$ cat src/rtl/scdds_pkg.sv
package scdds_pkg;
  localparam int ACC_W     = 32;
  localparam int BYTE_W    = 8;
  localparam int NUM_BYTES = ACC_W / BYTE_W;
  localparam int ADDR_W    = $clog2(NUM_BYTES);
  localparam int FREQ_W    = 22;
  localparam int PAD_W     = ACC_W - FREQ_W;

  typedef enum logic [1:0] {
    MODE_NORMAL  = 2'b00,
    MODE_SCRESET = 2'b01,
    MODE_RTC     = 2'b10,
    MODE_ALT     = 2'b11
  } modeT;

  typedef struct packed {
    logic              commit;
    logic [ACC_W-1:0]  word;
    logic              phaseClear;
    logic              rtcApply;
    logic [FREQ_W-1:0] rtcFreq;
    logic              useRtc;
  } strobeT;
endpackage

$ cat src/rtl/scdds_ctrl.sv
module scdds_ctrl
  import scdds_pkg::*;
#(
  parameter int IDLE_MIN   = 4,
  parameter int FRAME_BITS = 67
) (
  input  logic              clk,
  input  logic              rstN,
  input  logic              regWrEn,
  input  logic [ADDR_W-1:0] regAddr,
  input  logic [BYTE_W-1:0] regWrData,
  input  logic [1:0]        modeSel,
  input  logic              serialPin,
  input  logic              fieldStart,
  input  logic              lineStart,
  output strobeT            str
);
  localparam int IDX_W  = $clog2(FRAME_BITS + 1);
  localparam int LOW_W  = $clog2(IDLE_MIN + 1);
  localparam int FIDX_W = $clog2(FREQ_W);

  typedef enum logic [1:0] {RX_IDLE, RX_START, RX_DATA} rxStateT;

  modeT mode;
  logic isRtc, isRst;
  logic prevPin, fallEdge, riseEdge;
  logic armed;
  rxStateT rxState;
  logic halfTog;
  logic [IDX_W-1:0] bitIdx;
  logic [LOW_W-1:0] lowCnt;
  logic [FREQ_W-1:0] capt, pend;
  logic pendValid;
  logic frameStart, frameDone;
  logic [(NUM_BYTES-1)*BYTE_W-1:0] stageFlat;

  assign mode     = modeT'(modeSel);
  assign isRtc    = (mode == MODE_RTC);
  assign isRst    = (mode == MODE_SCRESET);
  assign fallEdge = prevPin & ~serialPin;
  assign riseEdge = ~prevPin & serialPin;

  // staged low bytes of the increment, one lane per register
  for (genvar g = 0; g < NUM_BYTES - 1; g++) begin : g_lane
    logic [BYTE_W-1:0] laneQ;
    always_ff @(posedge clk) begin
      if (!rstN) laneQ <= '0;
      else if (regWrEn && regAddr == ADDR_W'(g)) laneQ <= regWrData;
    end
    assign stageFlat[g*BYTE_W +: BYTE_W] = laneQ;
  end

  assign frameStart = isRtc && rxState == RX_IDLE && riseEdge && lowCnt == LOW_W'(IDLE_MIN);
  assign frameDone  = rxState == RX_DATA && halfTog && bitIdx == IDX_W'(FRAME_BITS - 1);

  always_comb begin
    str.commit     = regWrEn && regAddr == ADDR_W'(NUM_BYTES - 1);
    str.word       = {regWrData, stageFlat};
    str.phaseClear = isRst && armed && fieldStart;
    str.rtcApply   = isRtc && lineStart && pendValid;
    str.rtcFreq    = pend;
    str.useRtc     = isRtc;
  end

  always_ff @(posedge clk) begin
    if (!rstN) begin
      prevPin <= 1'b0;
      armed   <= 1'b0;
    end else begin
      prevPin <= serialPin;
      if (!isRst)              armed <= 1'b0;
      else if (fallEdge)       armed <= 1'b1;
      else if (str.phaseClear) armed <= 1'b0;
    end
  end

  always_ff @(posedge clk) begin
    if (!rstN) begin
      rxState   <= RX_IDLE;
      halfTog   <= 1'b0;
      bitIdx    <= '0;
      lowCnt    <= '0;
      capt      <= '0;
      pend      <= '0;
      pendValid <= 1'b0;
    end else if (!isRtc) begin
      rxState   <= RX_IDLE;
      lowCnt    <= '0;
      pendValid <= 1'b0;
    end else begin
      if (rxState != RX_IDLE || serialPin) lowCnt <= '0;
      else if (lowCnt != LOW_W'(IDLE_MIN)) lowCnt <= lowCnt + 1'b1;
      if (frameDone) begin
        pend      <= capt;
        pendValid <= 1'b1;
      end else if (str.rtcApply) begin
        pendValid <= 1'b0;
      end
      unique case (rxState)
        RX_IDLE:  if (frameStart) rxState <= RX_START;
        RX_START: begin
          rxState <= RX_DATA;
          halfTog <= 1'b0;
          bitIdx  <= '0;
        end
        default: begin
          if (!halfTog) halfTog <= 1'b1;
          else begin
            halfTog <= 1'b0;
            if (bitIdx < IDX_W'(FREQ_W)) capt[bitIdx[FIDX_W-1:0]] <= serialPin;
            if (frameDone) rxState <= RX_IDLE;
            else bitIdx <= bitIdx + 1'b1;
          end
        end
      endcase
    end
  end


  arm_after_fall_chk: assert property (@(posedge clk) disable iff (!rstN)
    (isRst && fallEdge) |=> (armed || !isRst));

  short_idle_chk: assert property (@(posedge clk) disable iff (!rstN)
    (rxState == RX_IDLE && riseEdge && lowCnt < LOW_W'(IDLE_MIN)) |=> rxState == RX_IDLE);

  bit_range_chk: assert property (@(posedge clk) disable iff (!rstN)
    (rxState == RX_DATA) |-> bitIdx < IDX_W'(FRAME_BITS));

  pend_after_done_chk: assert property (@(posedge clk) disable iff (!rstN)
    frameDone |=> (pendValid || !isRtc));
endmodule

$ cat src/rtl/scdds_datapath.sv
module scdds_datapath
  import scdds_pkg::*;
#(
  parameter logic [ACC_W-1:0] RESET_WORD = '0
) (
  input  logic             clk,
  input  logic             rstN,
  input  strobeT           str,
  output logic [ACC_W-1:0] phaseOut
);
  logic [ACC_W-1:0]  progWord;
  logic [FREQ_W-1:0] rtcInc;
  logic              rtcLoaded;
  logic [ACC_W-1:0]  activeInc;
  logic [ACC_W-1:0]  phase;

  assign activeInc = (str.useRtc && rtcLoaded) ? {rtcInc, {PAD_W{1'b0}}} : progWord;
  assign phaseOut  = phase;

  always_ff @(posedge clk) begin
    if (!rstN) begin
      progWord  <= RESET_WORD;
      rtcInc    <= '0;
      rtcLoaded <= 1'b0;
      phase     <= '0;
    end else begin
      if (str.commit) progWord <= str.word;
      if (!str.useRtc) rtcLoaded <= 1'b0;
      else if (str.rtcApply) begin
        rtcLoaded <= 1'b1;
        rtcInc    <= str.rtcFreq;
      end
      phase <= str.phaseClear ? '0 : phase + activeInc;
    end
  end


  word_hold_chk: assert property (@(posedge clk) disable iff (!rstN)
    !str.commit |=> $stable(progWord));

  clear_zero_chk: assert property (@(posedge clk) disable iff (!rstN)
    str.phaseClear |=> phase == '0);

  rtc_drop_chk: assert property (@(posedge clk) disable iff (!rstN)
    !str.useRtc |-> activeInc == progWord);

  apply_load_chk: assert property (@(posedge clk) disable iff (!rstN)
    str.rtcApply |=> (rtcLoaded || !str.useRtc));
endmodule

$ cat src/rtl/scdds_top.sv
module scdds_top
  import scdds_pkg::*;
#(
  parameter int                IDLE_MIN   = 4,
  parameter int                FRAME_BITS = 67,
  parameter logic [ACC_W-1:0]  RESET_WORD = '0
) (
  input  logic              clk,
  input  logic              rstN,
  input  logic              regWrEn,
  input  logic [ADDR_W-1:0] regAddr,
  input  logic [BYTE_W-1:0] regWrData,
  input  logic [1:0]        modeSel,
  input  logic              serialPin,
  input  logic              fieldStart,
  input  logic              lineStart,
  output logic [ACC_W-1:0]  phaseOut
);
  strobeT str;

  scdds_ctrl #(.IDLE_MIN(IDLE_MIN), .FRAME_BITS(FRAME_BITS)) u_ctrl (
    .clk(clk), .rstN(rstN), .regWrEn(regWrEn), .regAddr(regAddr),
    .regWrData(regWrData), .modeSel(modeSel), .serialPin(serialPin),
    .fieldStart(fieldStart), .lineStart(lineStart), .str(str)
  );

  scdds_datapath #(.RESET_WORD(RESET_WORD)) u_dp (
    .clk(clk), .rstN(rstN), .str(str), .phaseOut(phaseOut)
  );
endmodule

$ cat config.mk
export PLATFORM = sky130hd
export DESIGN_NAME = scdds_top
export DESIGN_NICKNAME = d
export VERILOG_FILES = /design/src/rtl/scdds_pkg.sv /design/src/rtl/scdds_ctrl.sv /design/src/rtl/scdds_datapath.sv /design/src/rtl/scdds_top.sv
export SDC_FILE = /design/constraint.sdc
export NUM_CORES = 1
export LEC_CHECK = 0
export ABC_AREA = 0
export CAP_MARGIN = 10
export CORE_ASPECT_RATIO = 1.2
export CORE_MARGIN = 3
export CORE_UTILIZATION = 54
export DETAILED_ROUTE_END_ITERATION = 12
export PLACE_DENSITY_LB_ADDON = 0.1
export SKIP_LAST_GASP = 1
export SLEW_MARGIN = 20
export SYNTH_ARGS = -nofsm -noshare
export SYNTH_HDL_FRONTEND = slang
export SYNTH_HIERARCHICAL = 1
export SYNTH_SLANG_ARGS = --single-unit
$ cat constraint.sdc
create_clock -name clk -period 3.82 [get_ports clk]
set_clock_uncertainty 0.1 [all_clocks]
set_input_delay 0.573 -clock clk [delete_from_list [all_inputs] [get_ports clk]]
set_output_delay 0.573 -clock clk [all_outputs]
set_load 0.1 [all_outputs]
**After elaboration in Yosys (flattened, before gate mapping)**

Cells that the tools add are included.

- Register bits after elaboration: 171
- Input port bits: 18
- Logic and storage cells: 94
- Output and inout port bits: 32

- Equality and inequality tests: 12
- Bitwise operators: 8
- Add/sub/neg operators: 3
- Mux-type cells: 17
- $lt $le $gt $ge: 3
- Reduce and logical (&&, ||, !) cells: 35

Operators by type and width:

| kind | number |
|---|---|
| 32-bit adder | 1 |
| 32-bit two-way mux | 1 |
| 22-bit bitwise mux | 1 |
| 1-bit logical AND | 15 |
| 7-bit two-way mux | 2 |
| 7-bit one-hot mux with 2 select lines | 1 |
| 2-bit AND reduction | 5 |
| 2-bit == test, second input constant | 4 |
| 4-bit AND reduction | 2 |
| 2-bit nonzero test | 4 |
| 7-bit by 1-bit adder with 7-bit output, second input constant | 1 |
| 7-bit == test, second input constant | 1 |
| 7-bit by 5-bit less-than comparator with 1-bit output, second input constant | 1 |
| 2-bit by 1-bit == test with 1-bit output, second input constant | 3 |
| 5-bit by 6-bit less-than comparator with 1-bit output, second input constant | 1 |
| 1-bit two-way mux | 6 |
| 2-bit two-way mux | 3 |
| 1-bit inverter | 6 |
| 3-bit nonzero test | 2 |
| 1-bit demux with 5-bit select | 1 |
| 5-bit by 1-bit greater-or-equal comparator with 1-bit output, second input constant | 1 |
| 2-bit logical NOT | 2 |
| 2-bit one-hot mux with 2 select lines | 1 |
| 2-bit OR reduction | 2 |
| other kinds (10) | 11 |

**Longest topological paths before layout**

- Depth in word-level cells: 6
- Mapped depth: 15
- Depth with buffers taken out: 13

**By module**

Netlist, hierarchy kept.

By module, submodules not included:

| module | sequential area each (um2) | times used | cells an instance | area each (um2) |
|---|---|---|---|---|
| scdds_datapath | 1741.7 | 1 | 549 | 4914.7 |
| scdds_ctrl | 1681.6 | 1 | 385 | 3542.1 |

**Least setup slack after synthesis**

OpenSTA, ideal clock, no wires.

- Path type: in2reg
- Start point: input modeSel[0]
- End point: register u_dp.phase[29], in the netlist u_dp/phaseOut[29]
- Data arrival time: 3.554 ns
- Setup slack: 0.037 ns
- Setup time: 0.128 ns
- Path buffers: 3
- Stages: 15
- Path through: nand2b_4 -> inv_6 -> buf_4 -> nand2_1 -> clkbuf_1 -> mux2_2 -> ha_1 -> buf_6 -> a211o_1 -> a211oi_2 -> nor4b_2 -> o21ai_2 -> o2111a_1 -> nor3_1 -> nor3b_2

- Cells in the longest elaborated chain, start to end: 4
- Elaborated cells between the ends (all ways): 8
- Classes of those cells: add/sub: 1; eq/ne: 2; mux: 1; reduce/logical: 4

Ends and longest elaborated chain:

| item | line | source |
|---|---|---|
| start: declaration | scdds_top.sv:13 | `input logic [1:0] modeSel,` |
| 2-bit == test | scdds_ctrl.sv:38 | `assign isRtc = (mode == MODE_RTC);` |
| net u_ctrl.isRtc | scdds_ctrl.sv:25 | `logic isRtc, isRst;` |
| 1-bit logical AND | scdds_datapath.sv:17 | `assign activeInc = (str.useRtc && rtcLoaded) ? {rtcInc, {PAD_W{1'b0}}} : progWord;` |
| 32-bit two-way mux | scdds_datapath.sv:17 |  |
| 32-bit adder | scdds_datapath.sv:33 | `phase <= str.phaseClear ? '0 : phase + activeInc;` |
| end signal: assignment | scdds_datapath.sv:33 |  |
| end: declaration | scdds_datapath.sv:15 | `logic [ACC_W-1:0] phase;` |

The timed path passes the listed nets, and every way through them passes these cells.
A chain may end at the register's enable or synchronous reset.

==> flow_metrics.env <==
export IMPL_status="finished, final reports clean"
export IMPL_crit_fanout=4
export IMPL_cts_hold_buf=0
export IMPL_leakage_uw=0.00417
export IMPL_synth_area_leaders="dfxtp_1 (40%), mux2i_1 (9.5%), nand2_1 (6.7%), ha_1 (5.8%), nor2_1 (3.4%)"
export IMPL_ant_nets=0
export IMPL_ys_types=79
export IMPL_cp_arrival_ns=3.81
export IMPL_first_iter_violations=373
export IMPL_die_x_um=120
export IMPL_power_total_uw=3800
export IMPL_dieArea_mm2=0.0172
export IMPL_dp_hpwl_um=14300
export IMPL_clockRootBuffer="clkbuf_16"
export IMPL_ir_drop_uv=303
export IMPL_end_kind="flop"
export IMPL_first_global_vias=6569
export IMPL_syn_area_per_cell_um2=9.05
export IMPL_drtPass1Iterations=5
export IMPL_synth_area_mm2=0.00846
export IMPL_seq_area_frac_synth_pct=40.5
export IMPL_clockBufferDepth=2
export IMPL_max_slew_margin_rel_pct=32.7
export IMPL_critPathKind="primary input to flop"
export IMPL_routedWlPerCell_um=15.5
export IMPL_clock_latency_ns=0.42
export IMPL_start_kind="primary input"
export IMPL_ys_seq_elements=171
export IMPL_num_vias=6621
export IMPL_finalHoldWorstSlack_ns=0.353
export IMPL_synth_flop_cell="dfxtp_1"
export IMPL_num_rows=49
export IMPL_fmax_mhz=274
export IMPL_grt_max_degree=51
export IMPL_design_area_mm2=0.00998
export IMPL_io_buffer_count=49
export IMPL_p_per_area_mw_per_mm2=381
export IMPL_hp_class="flop to flop"
export IMPL_path_clk_slew_ns=0.06
export IMPL_finalHoldViolCount=0
export IMPL_die_h_um=143
export IMPL_final_nets=1067
export IMPL_drt_wl_total_um=19000
export IMPL_core_area_mm2=0.0151
export IMPL_setup_viol=0
export IMPL_cp_data_required_time_ns=3.98
export IMPL_syn_nets=992
export IMPL_viasPerCell=5.40
export IMPL_cap_viol_max_count=0
export IMPL_synth_edf_count=0
export IMPL_area_growth_pct=18.0
export IMPL_drc=0
export IMPL_cts_sinks=171
export IMPL_rsz0062_at_grt="no"
export IMPL_drive_gt1_share_pct=14.9
export IMPL_start_util_pct=55.8
export IMPL_slew_viol_final=0
export IMPL_yosysTopAreaCellShare_pct=40.5
export IMPL_antenna_found_initial=0
export IMPL_cts_tree="built"
export IMPL_synth_top_area_cell="dfxtp_1"
export IMPL_place_area_mm2=0.00937
export IMPL_post_cts_setup_buffer_count=0
export IMPL_numCtsBuffers=17
export IMPL_grt_usage_pct=22.8
export IMPL_ios=50
export IMPL_worst_slew_pin_slew_ns=1.01
export IMPL_netlist_instances=934
export IMPL_async_flop_share_pct=0
export IMPL_min_period_over_period_pct=95.5
export IMPL_grt_ovfl_total=0
export IMPL_finalCriticalPeriod_ns=3.65
export IMPL_antenna_cells=0
export IMPL_ys_warn_count=6
export IMPL_gp_congestion=0.861
export IMPL_h_tree_depth=4
export IMPL_grt_first_pass_wirelength_um=31600
[cell usage in the layout (no fill, tap or decap), drive strengths merged, types with 18 or more instances in the layout]
cell type	count
dfxtp	171
nand2	151
mux2i	80
nor2	77
buf	65
a21oi	56
clkdlybuf4s50	48
ha	39
nor2b	35
o21ai	27
a21boi	23
nand3	21
mux2	21
clkbuf	19
inv	18
[cells by family after synthesis]
logic type               share of synthesized area [%]
flip-flops                                        40.5
buffers and inverters                             4.59
XOR/XNOR                                          3.11
AO/OA/AOI/OAI                                     12.8
multiplexers                                      12.3
AND/OR/NAND/NOR                                   20.8
adder cells (fa/ha/maj)                           6.01
[what timing repair did]
action | CTS | global route
setup endpoints to repair | 0 | 5
gates resized for setup | 0 | 3
endpoints found under the hold margin | 0 | 0
[flip-flops by register name, summed over array words and instances, names as in the netlist, 2 cells and up]
signal               count
u_ctrl/rxState           2
u_dp/progWord           32
u_ctrl/lowCnt            3
u_ctrl/g_lane.laneQ     24
u_ctrl/bitIdx            7
u_dp/rtcInc             22
u_dp/phaseOut           32
u_ctrl/pend             22
u_ctrl/capt             22
[per-stage QoR]
stage | setup slack, ns | instances | setup TNS, ns | util [%]
floorplan | 0.0374 | 934 | 0 | -
global placement | -0.226 | 1194 | -1.77 | 61.8
detailed placement | -0.294 | 1194 | -3.09 | 61.8
CTS | 0.144 | 1225 | 0 | 65.8
global route | 0.0217 | 1225 | 0 | 65.9
finish | 0.171 | 1225 | 0 | 65.9
[critical path, cell delays in order]
cell	delay, ns
clkdlybuf4s50_1	0.54
nand2b_4	0.09
inv_6	0.05
nand2_1	0.10
and2_1	0.19
ha_1	0.21
fa_1	0.41
a21o_1	0.22
a311o_1	0.38
a22oi_1	0.31
or4b_1	0.47
nand2_1	0.08
xor2_1	0.14
nor2_1	0.05
[cells in the mapped netlist (4+ instances only)]
| cell | count |
|---|---|
| buf_2 | 6 |
| nand4_1 | 12 |
| dfxtp_1 | 171 |
| buf_1 | 4 |
| buf_6 | 6 |
| nor2_1 | 77 |
| a211oi_2 | 4 |
| clkbuf_1 | 28 |
| o31ai_1 | 4 |
| ha_1 | 39 |
| o21ai_2 | 6 |
| nand2b_1 | 5 |
| inv_1 | 13 |
| a21boi_0 | 23 |
| mux2i_1 | 80 |
| nand3_1 | 21 |
| a21o_1 | 9 |
| a21oi_1 | 56 |
| nor3_1 | 7 |
| buf_4 | 12 |
| o211ai_1 | 4 |
| nor2b_1 | 35 |
| nand2_1 | 150 |
| xnor2_1 | 14 |
| and2_1 | 13 |
| and3_1 | 7 |
| mux2_2 | 21 |
| o21ai_0 | 19 |
| xor2_1 | 16 |
[metal layers]
metal | vias up | wire (µm) | GRT usage (%) | share of wire (%)
met4 | 0 | 259 | 7.04 | 1.4
met1 | 3109 | 8460 | 27.2 | 44
met2 | 101 | 9810 | 42.3 | 52
met3 | 22 | 505 | 3.41 | 2.7
met5 | - | 0 | 0 | 0
li1 | 3389 | - | - | -
[worst paths after layout]
kind                  start                 to  slack [ns]  cells after the start
min reg2reg  u_ctrl/pend[2]     u_ctrl/pend[2]        0.35                      2
max reg2reg  u_dp/rtcLoaded  u_dp/phaseOut[16]        0.70                     11
max              modeSel[1]  u_dp/phaseOut[16]        0.17                     14
min          u_ctrl/pend[2]     u_ctrl/pend[2]        0.35                      2
[report_power, final]
group	switching [µW]	internal, µW	total (µW)
clock network	700	1050	1750
registers	11.4	1800	1810
logic	146	87.9	234
total	858	2940	3800
[area by class of cell]
type                    count  area [µm²]
fillers                  1277        5160
multi-input cells         691        4660
clock buffers              19         443
clock inverters            12         160
flip-flops and latches    171        3420
repair buffers            113         982
inverters                  15        61.3
well taps                 204         255
No activity file was read; power rests on OpenSTA's default activity.
